File: config.mk
export PLATFORM = sky130hd
export DESIGN_NAME = ls_size_unit
export DESIGN_NICKNAME = d
export VERILOG_FILES = /design/src/rtl/ls_size_pkg.sv /design/src/rtl/ls_size_ctrl.sv /design/src/rtl/ls_size_datapath.sv /design/src/rtl/ls_size_unit.sv
export SDC_FILE = /design/constraint.sdc
export NUM_CORES = 1
export LEC_CHECK = 0
export ABC_AREA = 1
export BUFFER_PORTS_ARGS = -buffer_cell sky130_fd_sc_hd__buf_2
export CORE_ASPECT_RATIO = 0.8
export CORE_MARGIN = 10
export CORE_UTILIZATION = 48
export CTS_CLUSTER_SIZE = 30
export DETAILED_ROUTE_END_ITERATION = 10
export GPL_TIMING_DRIVEN = 0
export PLACE_DENSITY = 0.83
export SETUP_SLACK_MARGIN = 0.4
export SKIP_LAST_GASP = 1
export SYNTH_ARGS = -nofsm -noshare
export SYNTH_HDL_FRONTEND = slang
export SYNTH_SLANG_ARGS = --single-unit
export TNS_END_PERCENT = 10
File: constraint.sdc
create_clock -name clk -period 4.06 [get_ports clk]
set_input_delay 0.406 -clock clk [delete_from_list [all_inputs] [get_ports clk]]
set_output_delay 0.406 -clock clk [all_outputs]
set_load 0.005 [all_outputs]
File: src/rtl/ls_size_pkg.sv
package ls_size_pkg;

  typedef enum logic [1:0] {
    SZ_BYTE = 2'd0,
    SZ_HALF = 2'd1,
    SZ_WORD = 2'd2
  } accSize_e;

  typedef enum logic [1:0] {
    IX_OFFSET = 2'd0,
    IX_PRE    = 2'd1,
    IX_POST   = 2'd2
  } idxMode_e;

  typedef struct packed {
    logic     valid;
    logic     isWrite;
    logic     addrFromSum;
    logic     wbWanted;
    accSize_e size;
    logic     sext;
  } lsCtrl_t;

endpackage

File: src/rtl/ls_size_ctrl.sv
module ls_size_ctrl
  import ls_size_pkg::*;
(
  input  logic        reqValid,
  input  logic        isStore,
  input  logic [1:0]  idxMode,
  input  logic [1:0]  accSize,
  input  logic        signedLd,
  output lsCtrl_t     ctrl
);

  always_comb begin
    ctrl.valid       = reqValid;
    ctrl.isWrite     = isStore;
    // post-indexed uses the old base; offset and pre use the sum
    ctrl.addrFromSum = (idxMode != IX_POST);
    ctrl.wbWanted    = (idxMode == IX_PRE) || (idxMode == IX_POST);
    case (accSize)
      2'd0:    ctrl.size = SZ_BYTE;
      2'd1:    ctrl.size = SZ_HALF;
      default: ctrl.size = SZ_WORD;
    endcase
    ctrl.sext = signedLd && !isStore;
  end

  always_comb begin
    if (ctrl.addrFromSum == 1'b0) begin
      a_r4_post_no_sum_addr: assert (ctrl.wbWanted);
    end
  end

endmodule

File: src/rtl/ls_size_datapath.sv
module ls_size_datapath
  import ls_size_pkg::*;
#(
  parameter int DATA_W = 32,
  parameter int IMM_W  = 12,
  parameter int SH_W   = 5
) (
  input  logic                 clk,
  input  logic                 rstN,
  input  lsCtrl_t              ctrl,
  input  logic [DATA_W-1:0]    baseVal,
  input  logic [IMM_W-1:0]     immOffset,
  input  logic [DATA_W-1:0]    regOffset,
  input  logic [1:0]           offSel,
  input  logic [SH_W-1:0]      shiftAmt,
  input  logic                 addUp,
  input  logic [DATA_W-1:0]    rdData,
  input  logic [DATA_W-1:0]    storeReg,
  output logic [DATA_W-1:0]    memAddr,
  output logic [DATA_W/8-1:0]  memByteEn,
  output logic                 memRead,
  output logic                 memWrite,
  output logic [DATA_W-1:0]    memWdata,
  output logic [DATA_W-1:0]    ldResult,
  output logic [DATA_W-1:0]    wbValue,
  output logic                 wbEn
);

  localparam int LANES = DATA_W / 8;
  localparam int LW    = $clog2(LANES);
  localparam int HALVES = LANES / 2;

  logic [DATA_W-1:0] offVal;
  logic [DATA_W-1:0] sumVal;
  logic [DATA_W-1:0] effAddr;
  logic [LW-1:0]     laneIdx;
  logic [LANES-1:0]  beByte;
  logic [LANES-1:0]  beHalf;
  logic [LANES-1:0]  beNext;
  logic [DATA_W-1:0] wdNext;
  logic [7:0]        byteLane;
  logic [15:0]       halfLane;
  logic [DATA_W-1:0] ldNext;

  // offset source and adder
  always_comb begin
    case (offSel)
      2'd0:    offVal = {{(DATA_W-IMM_W){1'b0}}, immOffset};
      2'd1:    offVal = regOffset;
      default: offVal = regOffset << shiftAmt;
    endcase
    sumVal  = addUp ? (baseVal + offVal) : (baseVal - offVal);
    effAddr = ctrl.addrFromSum ? sumVal : baseVal;
    laneIdx = effAddr[LW-1:0];
  end

  // per-lane enables
  for (genvar i = 0; i < LANES; i++) begin : g_lane
    assign beByte[i] = (laneIdx == LW'(i));
    assign beHalf[i] = (laneIdx[LW-1:1] == (LW-1)'(i >> 1));
  end

  always_comb begin
    case (ctrl.size)
      SZ_BYTE: begin
        beNext = beByte;
        wdNext = {LANES{storeReg[7:0]}};
      end
      SZ_HALF: begin
        beNext = beHalf;
        wdNext = {HALVES{storeReg[15:0]}};
      end
      default: begin
        beNext = '1;
        wdNext = storeReg;
      end
    endcase
  end

  // load lane pick and extension
  always_comb begin
    byteLane = rdData[{laneIdx, 3'b000} +: 8];
    halfLane = rdData[{laneIdx[LW-1:1], 4'b0000} +: 16];
    case (ctrl.size)
      SZ_BYTE: ldNext = {{(DATA_W-8){ctrl.sext & byteLane[7]}}, byteLane};
      SZ_HALF: ldNext = {{(DATA_W-16){ctrl.sext & halfLane[15]}}, halfLane};
      default: ldNext = rdData;
    endcase
  end

  always_ff @(posedge clk) begin
    if (!rstN) begin
      memAddr   <= '0;
      memByteEn <= '0;
      memRead   <= 1'b0;
      memWrite  <= 1'b0;
      memWdata  <= '0;
      ldResult  <= '0;
      wbValue   <= '0;
      wbEn      <= 1'b0;
    end else begin
      memAddr   <= effAddr;
      memByteEn <= ctrl.valid ? beNext : '0;
      memRead   <= ctrl.valid && !ctrl.isWrite;
      memWrite  <= ctrl.valid && ctrl.isWrite;
      memWdata  <= (ctrl.valid && ctrl.isWrite) ? wdNext : '0;
      ldResult  <= (ctrl.valid && !ctrl.isWrite) ? ldNext : '0;
      wbValue   <= sumVal;
      wbEn      <= ctrl.valid && ctrl.wbWanted;
    end
  end

  // post-indexed access goes to the unmodified base
  a_r4_post_uses_base: assert property (@(posedge clk) disable iff (!rstN)
    (ctrl.valid && !ctrl.addrFromSum) |=> (memAddr == $past(baseVal)));

  // offset mode never writes the base back
  a_r2_offset_no_wb: assert property (@(posedge clk) disable iff (!rstN)
    (ctrl.valid && !ctrl.wbWanted) |=> !wbEn);

  // unsigned byte load has zero upper bits
  a_r10_unsigned_zero_fill: assert property (@(posedge clk) disable iff (!rstN)
    (ctrl.valid && !ctrl.isWrite && !ctrl.sext && ctrl.size == SZ_BYTE)
      |=> (ldResult[DATA_W-1:8] == '0));

  // idle cycle is quiet
  a_r11_idle_quiet: assert property (@(posedge clk) disable iff (!rstN)
    !ctrl.valid |=> (memByteEn == '0 && !wbEn && !memRead && !memWrite));

  // never read and write at once
  a_r11_rw_exclusive: assert property (@(posedge clk) disable iff (!rstN)
    !(memRead && memWrite));

  // enabled lane count is 1, 2 or all
  a_r7_byteen_count: assert property (@(posedge clk) disable iff (!rstN)
    (memRead || memWrite) |-> ($countones(memByteEn) == 1 ||
      $countones(memByteEn) == 2 || $countones(memByteEn) == LANES));

  // a request yields an access one edge later
  a_r12_one_cycle: assert property (@(posedge clk) disable iff (!rstN)
    ctrl.valid |=> (memRead || memWrite));

endmodule

File: src/rtl/ls_size_unit.sv
module ls_size_unit
  import ls_size_pkg::*;
#(
  parameter int DATA_W = 32,
  parameter int IMM_W  = 12,
  parameter int SH_W   = 5
) (
  input  logic                 clk,
  input  logic                 rstN,
  input  logic                 reqValid,
  input  logic                 isStore,
  input  logic [DATA_W-1:0]    baseVal,
  input  logic [IMM_W-1:0]     immOffset,
  input  logic [DATA_W-1:0]    regOffset,
  input  logic [1:0]           offSel,
  input  logic [SH_W-1:0]      shiftAmt,
  input  logic [1:0]           idxMode,
  input  logic                 addUp,
  input  logic [1:0]           accSize,
  input  logic                 signedLd,
  input  logic [DATA_W-1:0]    rdData,
  input  logic [DATA_W-1:0]    storeReg,
  output logic [DATA_W-1:0]    memAddr,
  output logic [DATA_W/8-1:0]  memByteEn,
  output logic                 memRead,
  output logic                 memWrite,
  output logic [DATA_W-1:0]    memWdata,
  output logic [DATA_W-1:0]    ldResult,
  output logic [DATA_W-1:0]    wbValue,
  output logic                 wbEn
);

  lsCtrl_t ctrl;

  ls_size_ctrl u_ctrl (
    .reqValid (reqValid),
    .isStore  (isStore),
    .idxMode  (idxMode),
    .accSize  (accSize),
    .signedLd (signedLd),
    .ctrl     (ctrl)
  );

  ls_size_datapath #(
    .DATA_W (DATA_W),
    .IMM_W  (IMM_W),
    .SH_W   (SH_W)
  ) u_dp (
    .clk       (clk),
    .rstN      (rstN),
    .ctrl      (ctrl),
    .baseVal   (baseVal),
    .immOffset (immOffset),
    .regOffset (regOffset),
    .offSel    (offSel),
    .shiftAmt  (shiftAmt),
    .addUp     (addUp),
    .rdData    (rdData),
    .storeReg  (storeReg),
    .memAddr   (memAddr),
    .memByteEn (memByteEn),
    .memRead   (memRead),
    .memWrite  (memWrite),
    .memWdata  (memWdata),
    .ldResult  (ldResult),
    .wbValue   (wbValue),
    .wbEn      (wbEn)
  );

endmodule

==> results of run 1 <==
path summary, 6_finish.rpt:
path	slack (ns)	from	to	cells past startpoint
worst max-delay path	0.15	offSel[1]	u_dp.memAddr[28]$_SDFF_PN0_	28
worst min-delay path	0.21	baseVal[8]	u_dp.memAddr[8]$_SDFF_PN0_	3
flip-flops by register name (all words and copies together), names as in the netlist:
register,count
u_dp.ldResult,32
u_dp.memAddr,32
u_dp.memByteEn,4
u_dp.memRead,1
u_dp.memWdata,32
u_dp.memWrite,1
u_dp.wbEn,1
u_dp.wbValue,32
final cells by class:
cell class | count | area (um^2)
clock inverter | 15 | 178
tap | 264 | 330
clock buffer | 17 | 425
antenna | 5 | 12.5
fill | 1735 | 6560
buffer | 65 | 402
inverter | 218 | 831
sequential | 135 | 2700
multi-input combinational | 1091 | 6640
timing repair buffer | 327 | 1770
power breakdown:
| part | leakage [nW] | internal, mW | switching [mW] | total (mW) |
|---|---|---|---|---|
| Combinational | 5.77 | 0.813 | 1.27 | 2.08 |
| Clock | 0.290 | 0.881 | 0.717 | 1.60 |
| Sequential | 1.11 | 1.49 | 0.0586 | 1.54 |
| Total | 7.17 | 3.18 | 2.04 | 5.22 |
cells in the final DEF (no fill, tap or decap), types with 39 or more instances in the layout:
cell type / instances
nand2_1: 341
buf_2: 294
inv_1: 196
nand3_1: 168
dfxtp_1: 135
nor2_1: 106
a21oi_1: 55
nand2_2: 49
buf_4: 44
nand3_2: 41
o21ai_0: 39
o211ai_1: 39
routing by layer:
layer  routed length, um  part of all wire  vias up  track usage
met5                   0                 0        -            0
met4                1790             0.042        0        0.124
met3                4710              0.11      125       0.0686
met2               19400              0.45      724        0.479
met1               16900              0.40     5588        0.391
li1                    -                 -     5582            -
Yosys cell counts, drive strengths merged, types with 4 or more instances:
cell,n
a21o,4
a21oi,73
a31oi,11
buf,33
clkbuf,32
clkinv,4
dfxtp,135
ha,40
inv,214
mux2i,7
nand2,397
nand3,211
nand4,18
nor2,140
nor3,9
o211ai,39
o21ai,63
o21bai,5
o221ai,7
or2,6
xnor2,20
xor2,29
per-stage QoR:
stage	setup WS (ns)	power [mW]
final	0.149	5.22
after global routing	-0.0883	5.48
after CTS	0.117	4.92
after detailed placement	-0.828	3.24
after global placement	-0.777	3.22
after floorplan	0.258	2.63
cell families after synthesis:
family | count (synthesis) | share of synthesized area
fa+ha+maj | 41 | 0.0536
mux | 7 | 0.00721
xor+xnor | 49 | 0.0442
flops | 135 | 0.278
simple gates | 787 | 0.368
compound gates | 207 | 0.126
buf+inv | 283 | 0.123
worst min-delay path, stage by stage:
cell and delay (ns):
buf_2 0.09, o211ai_1 0.07, inv_1 0.05
timing repair:
item	4_1_cts	5_1_grt
buffers inserted	18	20
cloned	0	1
pin swaps	21	67
resized for setup	48	163
setup endpoints to repair	71	77
==> flow_summary.ini, run 1 <==
[logic_synthesis]
ys_async_sr_fraction = 0
synthesis.area_um2 = 9720
synth_top_cell_area_share = 0.278
synth_area_leader_cell = dfxtp_1
syn_inst = 1509
ys_seq_area_frac = 0.278
synth-seq-cells = 135
ys_types = 51
syn_area_per_cell_um2 = 6.44
synthFlopType = dfxtp_1
yosysWarnings = 0
synth_edf_count = 0
syn-num-nets = 1707
synth_area_leaders = dfxtp_1, nand2_1, nand3_1

[route]
wl_per_cell_um = 20.0
ant_nets = 0
wl_um = 42800
drt_first_pass_iters = 6
drt_iter0_drc = 1287
drc = 0
num_vias = 12000
viasPerCell = 5.62

[worst_setup_path]
cpLargestDelayFamily = simple AND/OR/NAND/NOR gates
critPathRequiredTime_ns = 4.38
critPathMaxFanout = 5
critPathCaptureType = register
crit_slowest_cell = a221oi_2
crit_arrival_ns = 4.24
slowest_delay_ns = 0.32
crit_type = input port to register
start_kind = input port
path_buf_inv = 5
crit_top_cell = nand2_1

[floorplanning]
die-area_um2 = 26400
die_h_um = 147
die_w_um = 179
start_util = 0.489
pin_count = 292
rows = 46
coreArea_um2 = 19900

[power_and_ir_drop]
irDropWorstVdd_uv = 337
power_density_nw_per_um2 = 393
power_leakage_nw = 7.17

[cts]
numCtsBuffers = 17
clk_path_buf_depth = 2
htree_levels = 4
cts.clk_slew.worst_paths_ns = 0.07
cts_tree = yes
clock-sinks = 135
cts_root_buf = clkbuf_16
hold_buffers = 0

[timing]
finalCritPeriodShare = 0.963
hold_viol_final = 0
period_minus_slack_ns = 3.91
slew_viol_final = 0
slew_headroom = 0.361
finalSetupViolCount = 0
whs_ns = 0.212
tns_ns = 0
grt_setup_unrepaired = yes
tightestPinTransition_ns = 0.955
fmax_mhz = 256

[final_layout]
fin_cells = 2137
postLayoutCoreUtil = 0.670
design_area_um2 = 13300
area_growth_pct = 36.8
nets = 2053
layout-drive-gt1-share = 0.331

[place]
finalWeightedCongestion = 0.998
portBuffers = 288
hpwl_um = 33100
dp_cells = 2061
place_area_um2 = 11500

[grt]
first_global_vias = 11500
grt_util_all_layers = 0.304
grt_max_degree = 17
overflow = 0
antenna_found_initial = 5
grt_first_pass_wirelength_um = 63500

[status]
status = finished clean

[flow_run]
cap_violations = 0

[worst_hold_path]
min_path_type = input port to register
Note: power is estimated with default switching activity, not from simulation.
==> run 2: changes to the inputs <==
==> constraint.sdc (replaced) <==
create_clock -name clk -period 3.3 [get_ports clk]
set_input_delay 0.33 -clock clk [delete_from_list [all_inputs] [get_ports clk]]
set_output_delay 0.33 -clock clk [all_outputs]
set_load 0.005 [all_outputs]
==> flow_summary.ini, run 2 (synthesis results as in run 1) <==
[place]
place_area_um2 = 11600
hpwl_um = 32300
post-place-ws_ns = -1.29
finalWeightedCongestion = 1.02
portBuffers = 288
dp_cells = 2061

[worst_setup_path]
critPathCaptureType = register
slowest_delay_ns = 0.31
start_kind = input port
path_buf_inv = 6
cp.depth = 30
crit_top_cell = nand2_1
cpLargestDelayFamily = simple AND/OR/NAND/NOR gates
crit_type = input port to register
crit_arrival_ns = 4.08
critPathMaxFanout = 4
crit_slowest_cell = or2_4
critPathRequiredTime_ns = 3.59

[floorplanning]
rows = 46
die_h_um = 147
start_util = 0.489
die-area_um2 = 26400
pin_count = 292
die_w_um = 179
coreArea_um2 = 19900

[power_and_ir_drop]
power_density_nw_per_um2 = 482
power_leakage_nw = 7.30
irDropWorstVdd_uv = 382
power.total_mw = 6.55

[cts]
htree_levels = 4
numCtsBuffers = 17
clk_path_buf_depth = 2
cts.clk_slew.worst_paths_ns = 0.07
cts_root_buf = clkbuf_16
clock-sinks = 135
hold_buffers = 0
cts_tree = yes

[timing]
finalCritPeriodShare = 1.15
grt_setup_unrepaired = yes
hold_viol_final = 0
fmax_mhz = 264
period_minus_slack_ns = 3.79
fin_ws_ns = -0.495
tightestPinTransition_ns = 0.944
slew_viol_final = 0
finalSetupViolCount = 74
slew_headroom = 0.368

[route]
drt_iter0_drc = 1203
wl_per_cell_um = 19.3
num_vias = 12000
ant_nets = 0
wl_um = 41600
drt_first_pass_iters = 6
drc = 0
viasPerCell = 5.58

[final_layout]
layout_commonest_cell = nand2_1
final_cell_mix = nand2_1, buf_2, inv_1
area_growth_pct = 39.7
nets = 2072
design_area_um2 = 13600
fin_cells = 2152
layout-drive-gt1-share = 0.346
nFillCells = 1662
postLayoutCoreUtil = 0.683

[worst_hold_path]
whs_path_depth = 3
min_path_type = input port to register

[grt]
gr-max-usage-layer = met2
grt_use_met1 = 0.378
overflow = 0
grt_util_met3 = 0.0638
grt_first_pass_wirelength_um = 61400
antenna_found_initial = 1
grt_max_degree = 17
grt_util_met2 = 0.470
first_global_vias = 11400
grt_util_all_layers = 0.292

[flow_run]
cap_violations = 0

[status]
failed_checks = setup timing
status = finished with violations
## run 2: changes by cell type in the layout (fill, tap and decap cells not counted), moves of 4 or more
cell | previous run | this run
a21oi_1 | 55 | 51
buf_4 | 44 | 59
nand2_2 | 49 | 42
nand2_4 | 7 | 12
diode_2 | 5 | 1
a21oi_4 | 2 | 6
inv_2 | 15 | 19
o21ai_2 | 7 | 13
o21ai_0 | 39 | 33
## run 2: repair_timing
action | 4_1_cts | 5_1_grt
setup buffers | 41 | 17
pin swaps | 37 | 74
resized for setup | 77 | 145
gates cloned | 0 | 0
endpoints found under the setup margin | 91 | 92
## run 2: final timing paths
check | start | endpoint | slack [ns]
setup / recovery | offSel[0] | u_dp.wbValue[30]$_SDFF_PN0_ | -0.49
hold / removal | baseVal[2] | u_dp.memAddr[2]$_SDFF_PN0_ | 0.15
## run 2: layout make-up
class / instances / area, um^2 / share of cell area
antenna: 1 / 2.50 / 0.000184
buffer: 65 / 397 / 0.0292
clock buffer: 17 / 425 / 0.0313
clock inverter: 15 / 179 / 0.0132
inverter: 218 / 826 / 0.0608
multi-input combinational: 1091 / 6780 / 0.500
sequential: 135 / 2700 / 0.199
tap: 264 / 330 / 0.0243
timing repair buffer: 346 / 1930 / 0.142
## run 2: metal layers
metal  up-vias  part of all wire
li1       5616                 -
met5         -                 0
met1      5567              0.40
met2       711              0.45
met4         0             0.032
met3       106              0.12
## run 2: per-stage QoR
step	TNS, ns	hold WS [ns]
after floorplan	-10.96	0.442
after global placement	-79.39	0.580
after detailed placement	-84.96	0.582
after CTS	-14.92	0.141
after global routing	-34.65	0.144
final	-18.16	0.149
## run 2: where the power goes
group | internal, mW | switching, mW | total (mW)
logic | 1.09 | 1.63 | 2.72
registers | 1.83 | 0.0588 | 1.89
clock network | 1.09 | 0.852 | 1.94
